[src/rtl/tsc_pkg.sv]
package tsc_pkg;

    typedef enum logic [1:0] {
        ST_IDLE   = 2'd0,
        ST_ISSUE  = 2'd1,
        ST_WAIT   = 2'd2,
        ST_FINISH = 2'd3
    } seq_state_e;

    localparam logic [2:0] A_CTRL   = 3'd0;
    localparam logic [2:0] A_MASK   = 3'd1;
    localparam logic [2:0] A_THRESH = 3'd2;
    localparam logic [2:0] A_CHAN   = 3'd3;
    localparam logic [2:0] A_RESULT = 3'd4;

    // samples summed per channel for an accumulate code
    function automatic logic [6:0] samples_for(input logic [2:0] code);
        case (code)
            3'd0:    return 7'd1;
            3'd1:    return 7'd4;
            3'd2:    return 7'd8;
            3'd3:    return 7'd16;
            3'd4:    return 7'd32;
            default: return 7'd64;
        endcase
    endfunction

    // conversion length / result width for a rate code
    function automatic logic [4:0] bits_for(input logic [1:0] code);
        case (code)
            2'd0:    return 5'd12;
            2'd1:    return 5'd13;
            2'd2:    return 5'd14;
            default: return 5'd16;
        endcase
    endfunction

endpackage

[src/rtl/tsc_trig_sel.sv]
module tsc_trig_sel #(
    parameter int NUM_CH = 16,
    localparam int CHW = $clog2(NUM_CH)
) (
    input  logic              clk,
    input  logic              rst_n,
    input  logic [NUM_CH-1:0] trig_in,
    input  logic [CHW-1:0]    src,
    output logic              rise_o
);
    logic [NUM_CH-1:0] prev_d, prev_q;

    always_comb begin
        prev_d = trig_in;
        rise_o = trig_in[src] & ~prev_q[src];
    end

    always_ff @(posedge clk or negedge rst_n) begin
        if (!rst_n) prev_q <= '0;
        else        prev_q <= prev_d;
    end
endmodule

[src/rtl/tsc_chan_pick.sv]
module tsc_chan_pick #(
    parameter int NUM_CH = 16,
    localparam int CHW = $clog2(NUM_CH)
) (
    input  logic [NUM_CH-1:0] mask_i,
    input  logic              above_i,
    input  logic [CHW-1:0]    floor_i,
    output logic              found_o,
    output logic [CHW-1:0]    idx_o
);
    logic [NUM_CH-1:0] cand;

    for (genvar g = 0; g < NUM_CH; g++) begin : g_cand
        assign cand[g] = mask_i[g] && (!above_i || (g > int'(floor_i)));
    end

    // lowest qualifying index wins
    always_comb begin
        found_o = 1'b0;
        idx_o   = '0;
        for (int i = NUM_CH - 1; i >= 0; i--) begin
            if (cand[i]) begin
                found_o = 1'b1;
                idx_o   = CHW'(i);
            end
        end
    end
endmodule

[src/rtl/tsc_accum.sv]
module tsc_accum #(
    parameter int DW = 16,
    parameter int MAXS_LOG2 = 6,
    localparam int AW = DW + MAXS_LOG2 + 1
) (
    input  logic          clk,
    input  logic          rst_n,
    input  logic          clr,
    input  logic          add,
    input  logic [DW-1:0] sample,
    input  logic [4:0]    nbits,
    output logic [DW-1:0] sum_sat
);
    logic [AW-1:0] acc_d, acc_q;
    logic [DW-1:0] keep;

    always_comb begin
        for (int i = 0; i < DW; i++) keep[i] = (i < int'(nbits));
        acc_d = acc_q;
        if (clr)      acc_d = '0;
        else if (add) acc_d = acc_q + AW'(sample & keep);
        sum_sat = (|acc_q[AW-1:DW]) ? '1 : acc_q[DW-1:0];
    end

    always_ff @(posedge clk or negedge rst_n) begin
        if (!rst_n) acc_q <= '0;
        else        acc_q <= acc_d;
    end


    no_wrap_chk: assert property (@(posedge clk) disable iff (!rst_n)
        (add && !clr) |=> (acc_q >= $past(acc_q)));
endmodule

[src/rtl/tsc_seq_top.sv]
module tsc_seq_top
    import tsc_pkg::*;
#(
    parameter int NUM_CH = 16,
    parameter int DW = 16,
    localparam int CHW = $clog2(NUM_CH)
) (
    input  logic              clk,
    input  logic              rst_n,
    input  logic              wr_en,
    input  logic [2:0]        wr_addr,
    input  logic [31:0]       wr_data,
    input  logic [2:0]        rd_addr,
    output logic [31:0]       rd_data,
    input  logic [NUM_CH-1:0] trig_in,
    output logic              conv_start,
    output logic [CHW-1:0]    conv_chan,
    output logic [4:0]        conv_len,
    input  logic              conv_done,
    input  logic [DW-1:0]     conv_sample,
    output logic              irq
);
    typedef struct packed {
        seq_state_e        st;
        logic [CHW-1:0]    chan;
        logic [6:0]        cnt;
        logic              en;
        logic [1:0]        mode;
        logic [1:0]        rate;
        logic [2:0]        acc;
        logic [CHW-1:0]    src;
        logic              cmp_en;
        logic              cmp_pol;
        logic              done_ie;
        logic              eos_ie;
        logic              cmp_ie;
        logic              done_f;
        logic              eos_f;
        logic              cmp_f;
        logic [NUM_CH-1:0] mask;
        logic [DW-1:0]     thresh;
        logic [CHW-1:0]    chsel;
        logic [DW-1:0]     result;
    } regs_t;

    regs_t d, q;

    logic           trig_rise;
    logic           first_found, next_found;
    logic [CHW-1:0] first_idx, next_idx;
    logic           acc_clr, acc_add;
    logic [DW-1:0]  sum_sat;
    logic           hit, sw_go, start_ok, halt;
    logic [6:0]     n_samp;

    tsc_trig_sel #(.NUM_CH(NUM_CH)) u_trig (
        .clk(clk), .rst_n(rst_n), .trig_in(trig_in), .src(q.src), .rise_o(trig_rise)
    );

    tsc_chan_pick #(.NUM_CH(NUM_CH)) u_first (
        .mask_i(q.mask), .above_i(1'b0), .floor_i(q.chan),
        .found_o(first_found), .idx_o(first_idx)
    );

    tsc_chan_pick #(.NUM_CH(NUM_CH)) u_next (
        .mask_i(q.mask), .above_i(1'b1), .floor_i(q.chan),
        .found_o(next_found), .idx_o(next_idx)
    );

    tsc_accum #(.DW(DW)) u_acc (
        .clk(clk), .rst_n(rst_n), .clr(acc_clr), .add(acc_add),
        .sample(conv_sample), .nbits(bits_for(q.rate)), .sum_sat(sum_sat)
    );

    assign conv_start = (q.st == ST_ISSUE);
    assign conv_chan  = q.chan;
    assign conv_len   = bits_for(q.rate);
    assign irq        = (q.done_f & q.done_ie) | (q.eos_f & q.eos_ie) | (q.cmp_f & q.cmp_ie);

    always_comb begin
        d       = q;
        acc_clr = 1'b0;
        acc_add = 1'b0;
        n_samp  = samples_for(q.acc);
        hit     = q.cmp_en && (q.cmp_pol ? (sum_sat <= q.thresh) : (sum_sat > q.thresh));
        sw_go   = wr_en && (wr_addr == A_CTRL) && wr_data[0];
        halt    = 1'b0;

        // register port
        if (wr_en) begin
            case (wr_addr)
                A_CTRL: begin
                    d.en      = wr_data[1];
                    d.mode    = wr_data[3:2];
                    d.rate    = wr_data[5:4];
                    d.acc     = wr_data[8:6];
                    d.src     = wr_data[9 +: CHW];
                    d.cmp_en  = wr_data[13];
                    d.cmp_pol = wr_data[14];
                    d.done_ie = wr_data[15];
                    d.eos_ie  = wr_data[16];
                    d.cmp_ie  = wr_data[17];
                    d.done_f  = wr_data[18];
                    d.eos_f   = wr_data[19];
                    d.cmp_f   = wr_data[20];
                end
                A_MASK:   d.mask   = wr_data[NUM_CH-1:0];
                A_THRESH: d.thresh = wr_data[DW-1:0];
                A_CHAN:   d.chsel  = wr_data[CHW-1:0];
                default: ;
            endcase
        end

        start_ok = d.en && (q.st == ST_IDLE) && (trig_rise || (sw_go && (d.src == '0)));

        // sequencer
        case (q.st)
            ST_IDLE: begin
                acc_clr = 1'b1;
                if (start_ok) begin
                    d.cnt = '0;
                    if (d.mode[0]) begin
                        if (first_found) begin
                            d.chan = first_idx;
                            d.st   = ST_ISSUE;
                        end else begin
                            d.eos_f = 1'b1;
                        end
                    end else begin
                        d.chan = d.chsel;
                        d.st   = ST_ISSUE;
                    end
                end
            end
            ST_ISSUE: d.st = ST_WAIT;
            ST_WAIT: begin
                if (conv_done) begin
                    acc_add = 1'b1;
                    if (7'(q.cnt + 7'd1) == n_samp) begin
                        d.st = ST_FINISH;
                    end else begin
                        d.cnt = 7'(q.cnt + 7'd1);
                        d.st  = ST_ISSUE;
                    end
                end
            end
            default: begin
                acc_clr  = 1'b1;
                d.cnt    = '0;
                d.result = sum_sat;
                d.done_f = 1'b1;
                if (hit) d.cmp_f = 1'b1;
                halt = q.mode[1] && d.cmp_f;
                if (!q.mode[0]) begin
                    d.st = (q.mode[1] && !halt) ? ST_ISSUE : ST_IDLE;
                end else if (next_found) begin
                    d.chan = next_idx;
                    d.st   = halt ? ST_IDLE : ST_ISSUE;
                end else begin
                    d.eos_f = 1'b1;
                    if (q.mode[1] && !halt && first_found) begin
                        d.chan = first_idx;
                        d.st   = ST_ISSUE;
                    end else begin
                        d.st = ST_IDLE;
                    end
                end
            end
        endcase

        if (!d.en) d.st = ST_IDLE;
    end

    always_ff @(posedge clk or negedge rst_n) begin
        if (!rst_n) q <= '0;
        else        q <= d;
    end

    always_comb begin
        rd_data = '0;
        case (rd_addr)
            A_CTRL: begin
                rd_data[0]          = (q.st != ST_IDLE);
                rd_data[1]          = q.en;
                rd_data[3:2]        = q.mode;
                rd_data[5:4]        = q.rate;
                rd_data[8:6]        = q.acc;
                rd_data[9 +: CHW]   = q.src;
                rd_data[13]         = q.cmp_en;
                rd_data[14]         = q.cmp_pol;
                rd_data[15]         = q.done_ie;
                rd_data[16]         = q.eos_ie;
                rd_data[17]         = q.cmp_ie;
                rd_data[18]         = q.done_f;
                rd_data[19]         = q.eos_f;
                rd_data[20]         = q.cmp_f;
            end
            A_MASK:   rd_data[NUM_CH-1:0] = q.mask;
            A_THRESH: rd_data[DW-1:0]     = q.thresh;
            A_CHAN:   rd_data[CHW-1:0]    = q.chsel;
            A_RESULT: rd_data[DW-1:0]     = q.result;
            default: ;
        endcase
    end


    scan_mask_chk: assert property (@(posedge clk) disable iff (!rst_n)
        (conv_start && q.mode[0]) |-> q.mask[conv_chan]);


    cont_halt_chk: assert property (@(posedge clk) disable iff (!rst_n)
        ((q.st == ST_FINISH) && q.mode[1] && hit) |=> (q.st == ST_IDLE));


    disable_stop_chk: assert property (@(posedge clk) disable iff (!rst_n)
        $fell(q.en) |-> (q.st == ST_IDLE));


    start_pulse_chk: assert property (@(posedge clk) disable iff (!rst_n)
        conv_start |=> !conv_start);


    cnt_bound_chk: assert property (@(posedge clk) disable iff (!rst_n)
        (q.st != ST_IDLE) |-> (q.cnt < samples_for(q.acc)));
endmodule

[config.mk]
export PLATFORM = sky130hd
export DESIGN_NAME = tsc_seq_top
export DESIGN_NICKNAME = d
export VERILOG_FILES = /design/src/rtl/tsc_pkg.sv /design/src/rtl/tsc_trig_sel.sv /design/src/rtl/tsc_chan_pick.sv /design/src/rtl/tsc_accum.sv /design/src/rtl/tsc_seq_top.sv
export SDC_FILE = /design/constraint.sdc
export NUM_CORES = 1
export LEC_CHECK = 0
export ABC_CLOCK_PERIOD_IN_PS = 10400
export BUFFER_PORTS_ARGS = -buffer_cell sky130_fd_sc_hd__buf_2
export CAP_MARGIN = 10
export CORE_ASPECT_RATIO = 1.2
export CORE_UTILIZATION = 55
export DETAILED_ROUTE_END_ITERATION = 10
export GPL_TIMING_DRIVEN = 0
export PLACE_DENSITY_LB_ADDON = 0.25
export RECOVER_POWER = 100
export SETUP_SLACK_MARGIN = 0.5
export SYNTH_ARGS = -nofsm -noshare
export SYNTH_HDL_FRONTEND = slang
export SYNTH_SLANG_ARGS = --single-unit
export TNS_END_PERCENT = 30
[constraint.sdc]
create_clock -name clk -period 10.4 [get_ports clk]
set_input_delay 2.08 -clock clk [delete_from_list [all_inputs] [get_ports clk]]
set_output_delay 2.08 -clock clk [all_outputs]
set_load 0.01 [all_outputs]
Word-level counts from Yosys, hierarchy flattened

Index checks and enable logic that the tools add are counted.

Register bits: 124
Input port bits: 74
Output and inout bits: 43

Add/sub/neg operators: 2
Magnitude comparators: 34
Equality and inequality tests: 26
Mux-type cells: 110
Bitwise operators: 10
Reductions and logical operators: 45

Operators by type and width:

| operator                                                               | count |
|---|---|
| 4-bit two-way mux                                                      | 34 |
| 56-bit two-way mux                                                     | 1 |
| 1-bit two-way mux                                                      | 48 |
| 16-bit two-way mux                                                     | 3 |
| 12-bit case mux with 4 select lines                                    | 1 |
| 23-bit two-way mux                                                     | 2 |
| 4-bit by 5-bit < comparator with 1-bit output (first input constant)   | 8 |
| 7-bit case mux with 5 select lines                                     | 1 |
| 4-bit > comparator (first input constant)                              | 8 |
| 1-bit logical AND                                                      | 24 |
| 23-bit adder                                                           | 1 |
| 7-bit case mux with 3 select lines                                     | 1 |
| 3-bit by 5-bit < comparator with 1-bit output (first input constant)   | 4 |
| 20-bit two-way mux                                                     | 1 |
| 4-bit case mux with 5 select lines                                     | 1 |
| 3-bit by 2-bit equality test with 1-bit output (second input constant) | 6 |
| 6-bit two-way mux                                                      | 3 |
| 16-bit AND                                                             | 1 |
| 16-bit > comparator                                                    | 1 |
| 3-bit by 4-bit > comparator with 1-bit output (first input constant)   | 4 |
| 16-bit <= comparator                                                   | 1 |
| 5-bit case mux with 3 select lines                                     | 1 |
| 7-bit two-way mux                                                      | 2 |
| 13-bit two-way mux                                                     | 1 |
| other kinds (38)                                                       | 69 |

Longest topological paths before layout

Depth in word-level cells: 22
Gate-level depth with buffers: 13
Gate-level depth less buffers: 12

Cells and area by module

Synthesis repeated with hierarchy kept, for this count alone.

Cells, all modules: 953
Area total of the unflattened synthesis: 8,618.3 µm²

Modules (own cells, without submodules):

| module        | times used | cells each | area each (µm²) |
|---|---|---|---|
| tsc_seq_top   | 1          | 501        | 4,956.0 |
| tsc_accum     | 1          | 257        | 2,152.1 |
| tsc_chan_pick | 2          | 70         | 426.7 |
| tsc_trig_sel  | 1          | 55         | 656.9 |

Least setup slack after synthesis

No wires, ideal clock.

Path kind: input port to output port
From: input port rd_addr[2]
To: output port rd_data[0]
Data arrival time: 3.079 ns
Required time: 8.320 ns
Path slack: 5.241 ns
Stages on the path: 4
Buffers on the path: 1
Cell sequence: buf_1 nor2b_1 a22oi_1 o22ai_1

Longest elaborated chain between the ends: 2

Ends and longest elaborated chain:

| element                                           | line               | text |
|---|---|---|
| start, declared                                   | tsc_seq_top.sv:13  | `input logic [2:0] rd_addr,` |
| 3-bit equality test, or another cell as far along | tsc_seq_top.sv:181 | `case (rd_addr)` |
| 4-bit case mux with 5 select lines (*)            | tsc_seq_top.sv:181 |  |
| end, declared                                     | tsc_seq_top.sv:14  | `output logic [31:0] rd_data,` |

Mark *: on every way between the ends. The rest lies on a longest branch, timed or not.

Final worst setup path

From: input port rd_addr[0]
To: output port rd_data[7]

Longest elaborated chain between the ends: 2

Ends and longest elaborated chain:

| element                                           | line |
|---|---|
| 3-bit equality test, or another cell as far along | tsc_seq_top.sv:181 |
| 12-bit case mux with 4 select lines (*)           | tsc_seq_top.sv:181 |

Marks and branches as above.

==> impl_metrics.tcl <==
set metrics [dict create \
    status "finished with violations" \
    violations "design-rule violations, max-capacitance violations, max-slew violations" \
    wl_per_cell_um 18.0 \
    worstPathCellList "clkbuf_1, nor2b_1, clkbuf_1, a21oi_1, o21ai_0, clkbuf_1" \
    synthMuxAreaShare 0.104 \
    die_x_um 111 \
    post-route-period-util 0.579 \
    die_h_um 133 \
    cts-root-buf "clkbuf_16" \
    register_area_um2 3100 \
    drive_above_1_share 0.170 \
    cts_htree_levels 4 \
    crit_type "input pin to output port" \
    crit_family "buffers and inverters" \
    synth-edff-count 0 \
    dr.pass1.iters 8 \
    numCtsBuffers 17 \
    port_buffers 94 \
    synth-async-reset-ratio 1.00 \
    synth_cells 862 \
    dpl_worst_slack_ns 4.66 \
    crit_slowest_cell "clkbuf_1" \
    cp.buffers_inverters 3 \
    io_pins 117 \
    clk_pin_slew_ns 0.05 \
    min_period_ns 6.02 \
    maxSlewViolCount 11 \
    routed_wl_mm 21.0 \
    yosysSeqAreaShare 0.393 \
    ant_nets 0 \
    vias 6893 \
    overflow 0 \
    initial_utilization 0.569 \
    hold_viol 0 \
    start_kind "input pin" \
    areaGrowthSynthToFinish_pct 16.6 \
    regToRegSetupSlack_ns 5.55 \
    cp_common_cell "clkbuf_1" \
    timing.fmax_ghz 0.166 \
    clock_latency_ns 0.43 \
    slew_headroom -0.693 \
    yosysUniqueCellTypes 77 \
    tightestPinTransition_ns 2.47 \
    drc 22 \
    post_cts_resize_count 0 \
    routabilityCongestion 0.924 \
    path_max_fanout 10 \
    yosys-top-cells-count "dfrtp_1 (124), nand2_1 (103), o21ai_0 (69), mux2_2 (55), a21oi_1 (51)" \
    synth_simple_gate_area_frac 0.185 \
    rsz0062_at_grt "no" \
    final_nets 1098 \
    setup_tns_ns 0 \
    multiInputGateArea_um2 4350 \
    fillers 1194 \
    rows 47 \
    core_area_um2 13900 \
    grt.total_usage 0.300 \
    synth_top_area_cell "dfrtp_1" \
    synthMostInstantiatedCell "dfrtp_1" \
    required_ns 8.32 \
    setup_slack_ns 4.38 \
    hold_path.class "flop to flop" \
    vias_per_cell 5.90 \
    maxCapViolations 1 \
    grt_pass1_wl_mm 34.5 \
    synthAdderAreaFrac 0.0611 \
    drt_iter0_drc 507 \
    dieArea_um2 14800 \
    synth_top_cells_by_area "dfrtp_1 (39%), mux2_2 (7.8%), ha_1 (5.9%)" \
    synth-xor-area-share 0.0155 \
    avgSynthCellArea_um2 9.16 \
    cts_tree "done" \
    synth_top_family_by_area "simple AND/OR/NAND/NOR gates" \
    setup_viol_count_final 0 \
    antenna_cells 0 \
    syn-cell-area_um2 7900 \
    ys_ff_latch 124 \
    ctsHoldBuffers 0 \
    cts.sinks 124 \
    end_kind "output port" \
    antenna_found_initial 0 \
    synth_compound_area_frac 0.184 \
    fin_skew_ns 0.00704 \
    dp_hpwl_mm 15.6 \
    ys.flop_type "dfrtp_1" \
    critPathMaxStageDelay_ns 0.45 \
    grt_pass1_vias 6904 \
    power_density_nw_per_um2 231 \
    ys_warn_count 0 \
    leakage_nw 4.20 \
    clockBufferDepth 2 \
    ir_worst_vdd_mv 0.141 \
    grt_max_degree 102 \
    crit_arrival_ns 3.94 \
    cts_setup_buffers 0 \
    synth_top_cell_area_share 0.393 \
]
layout by cell type (no fill, tap or decap), types with 5 or more instances in the layout:
| cell type | count |
|---|---|
| nor2_1 | 49 |
| xnor2_1 | 7 |
| clkbuf_16 | 17 |
| buf_4 | 12 |
| a21oi_1 | 51 |
| dfrtp_1 | 124 |
| nor3_1 | 9 |
| clkbuf_1 | 72 |
| nand3_1 | 21 |
| or3_1 | 6 |
| inv_1 | 45 |
| a21o_1 | 5 |
| conb_1 | 11 |
| nand2_1 | 103 |
| a22oi_1 | 9 |
| bufinv_16 | 5 |
| xor2_1 | 7 |
| nor2b_1 | 14 |
| and2_0 | 5 |
| o21bai_1 | 6 |
| ha_1 | 37 |
| o21a_1 | 8 |
| o211ai_1 | 9 |
| mux2_2 | 48 |
| nor4_1 | 5 |
| o31ai_1 | 13 |
| nand2b_1 | 32 |
| buf_2 | 60 |
| mux2_1 | 7 |
| mux2i_1 | 18 |
| o21ai_0 | 70 |
| and2_1 | 5 |
| o22ai_1 | 5 |
worst register-to-register path, stage by stage (launching register included):
cell and delay (ns):
dfrtp_1 0.42, or4_1 0.52, nor4_1 0.81, clkbuf_1 0.44, nand2b_1 0.16, ha_1 0.34, and4_1 0.20, nand2_1 0.06
nor2_1 0.14, a221o_1 0.18, a2bb2oi_1 0.26, mux2i_1 0.46, o21a_1 0.36, mux2_2 0.38
path summary, 6_finish.rpt:
| check | endpoint | from | cells past startpoint |
|---|---|---|---|
| setup reg to reg | conv_chan[3]$_DFFE_PN0P_ | u_acc.acc_q[16]$_DFFE_PN0P_ | 13 |
| max in group asynchronous | u_acc.acc_q[22]$_DFFE_PN0P_ | rst_n | 2 |
| min in group asynchronous | u_trig.prev_q[15]$_DFF_PN0_ | rst_n | 1 |
| hold / removal | u_acc.acc_q[15]$_DFFE_PN0P_ | u_acc.acc_q[15]$_DFFE_PN0P_ | 2 |
| setup / recovery | rd_data[7] | rd_addr[0] | 6 |
| hold reg to reg | u_acc.acc_q[15]$_DFFE_PN0P_ | u_acc.acc_q[15]$_DFFE_PN0P_ | 2 |
final cells by class:
type | instances | area share
buffer | 53 | 0.0303
clock buffer | 23 | 0.0508
clock inverter | 7 | 0.0177
inverter | 46 | 0.0188
multi-input combinational | 649 | 0.473
sequential | 124 | 0.337
tap | 171 | 0.0232
timing repair buffer | 95 | 0.0495
stage by stage:
stage	cells	total power (W)	util	instance area, um2	hold WS [ns]
floorplan	872	0.00124	-	7940	0.461
global placement	1137	0.00147	0.621	8620	0.494
detailed placement	1138	0.00149	0.624	8650	0.493
CTS	1168	0.00214	0.669	9290	0.505
global route	1168	0.00226	0.663	9210	0.542
finish	1168	0.00213	0.663	9210	0.503
where the power goes:
| group | switching [W] | internal [W] | total, W |
|---|---|---|---|
| registers | 0.000112 | 0.000587 | 0.000699 |
| clock network | 0.000211 | 0.000434 | 0.000646 |
| logic | 0.000450 | 0.000334 | 0.000784 |
layer usage:
metal | global-route usage | vias to the layer above | part of all wire
met5 | 0 | - | 0
li1 | - | 3296 | -
met2 | 0.510 | 212 | 0.50
met1 | 0.360 | 3328 | 0.41
met3 | 0.0601 | 57 | 0.050
met4 | 0.154 | 0 | 0.033
flip-flops by register name, summed over array words and instances (netlist names):
signal,cells
q,81
u_trig.prev_q,16
conv_chan,4
u_acc.acc_q,23
cells by family after synthesis:
logic type	count (synthesis)
XOR/XNOR	14
AND/OR/NAND/NOR	288
buffers and inverters	99
multiplexers	74
other	1
flip-flops	124
AO/OA/AOI/OAI	224
adder cells (fa/ha/maj)	38
(Power assumes the default switching activity.)
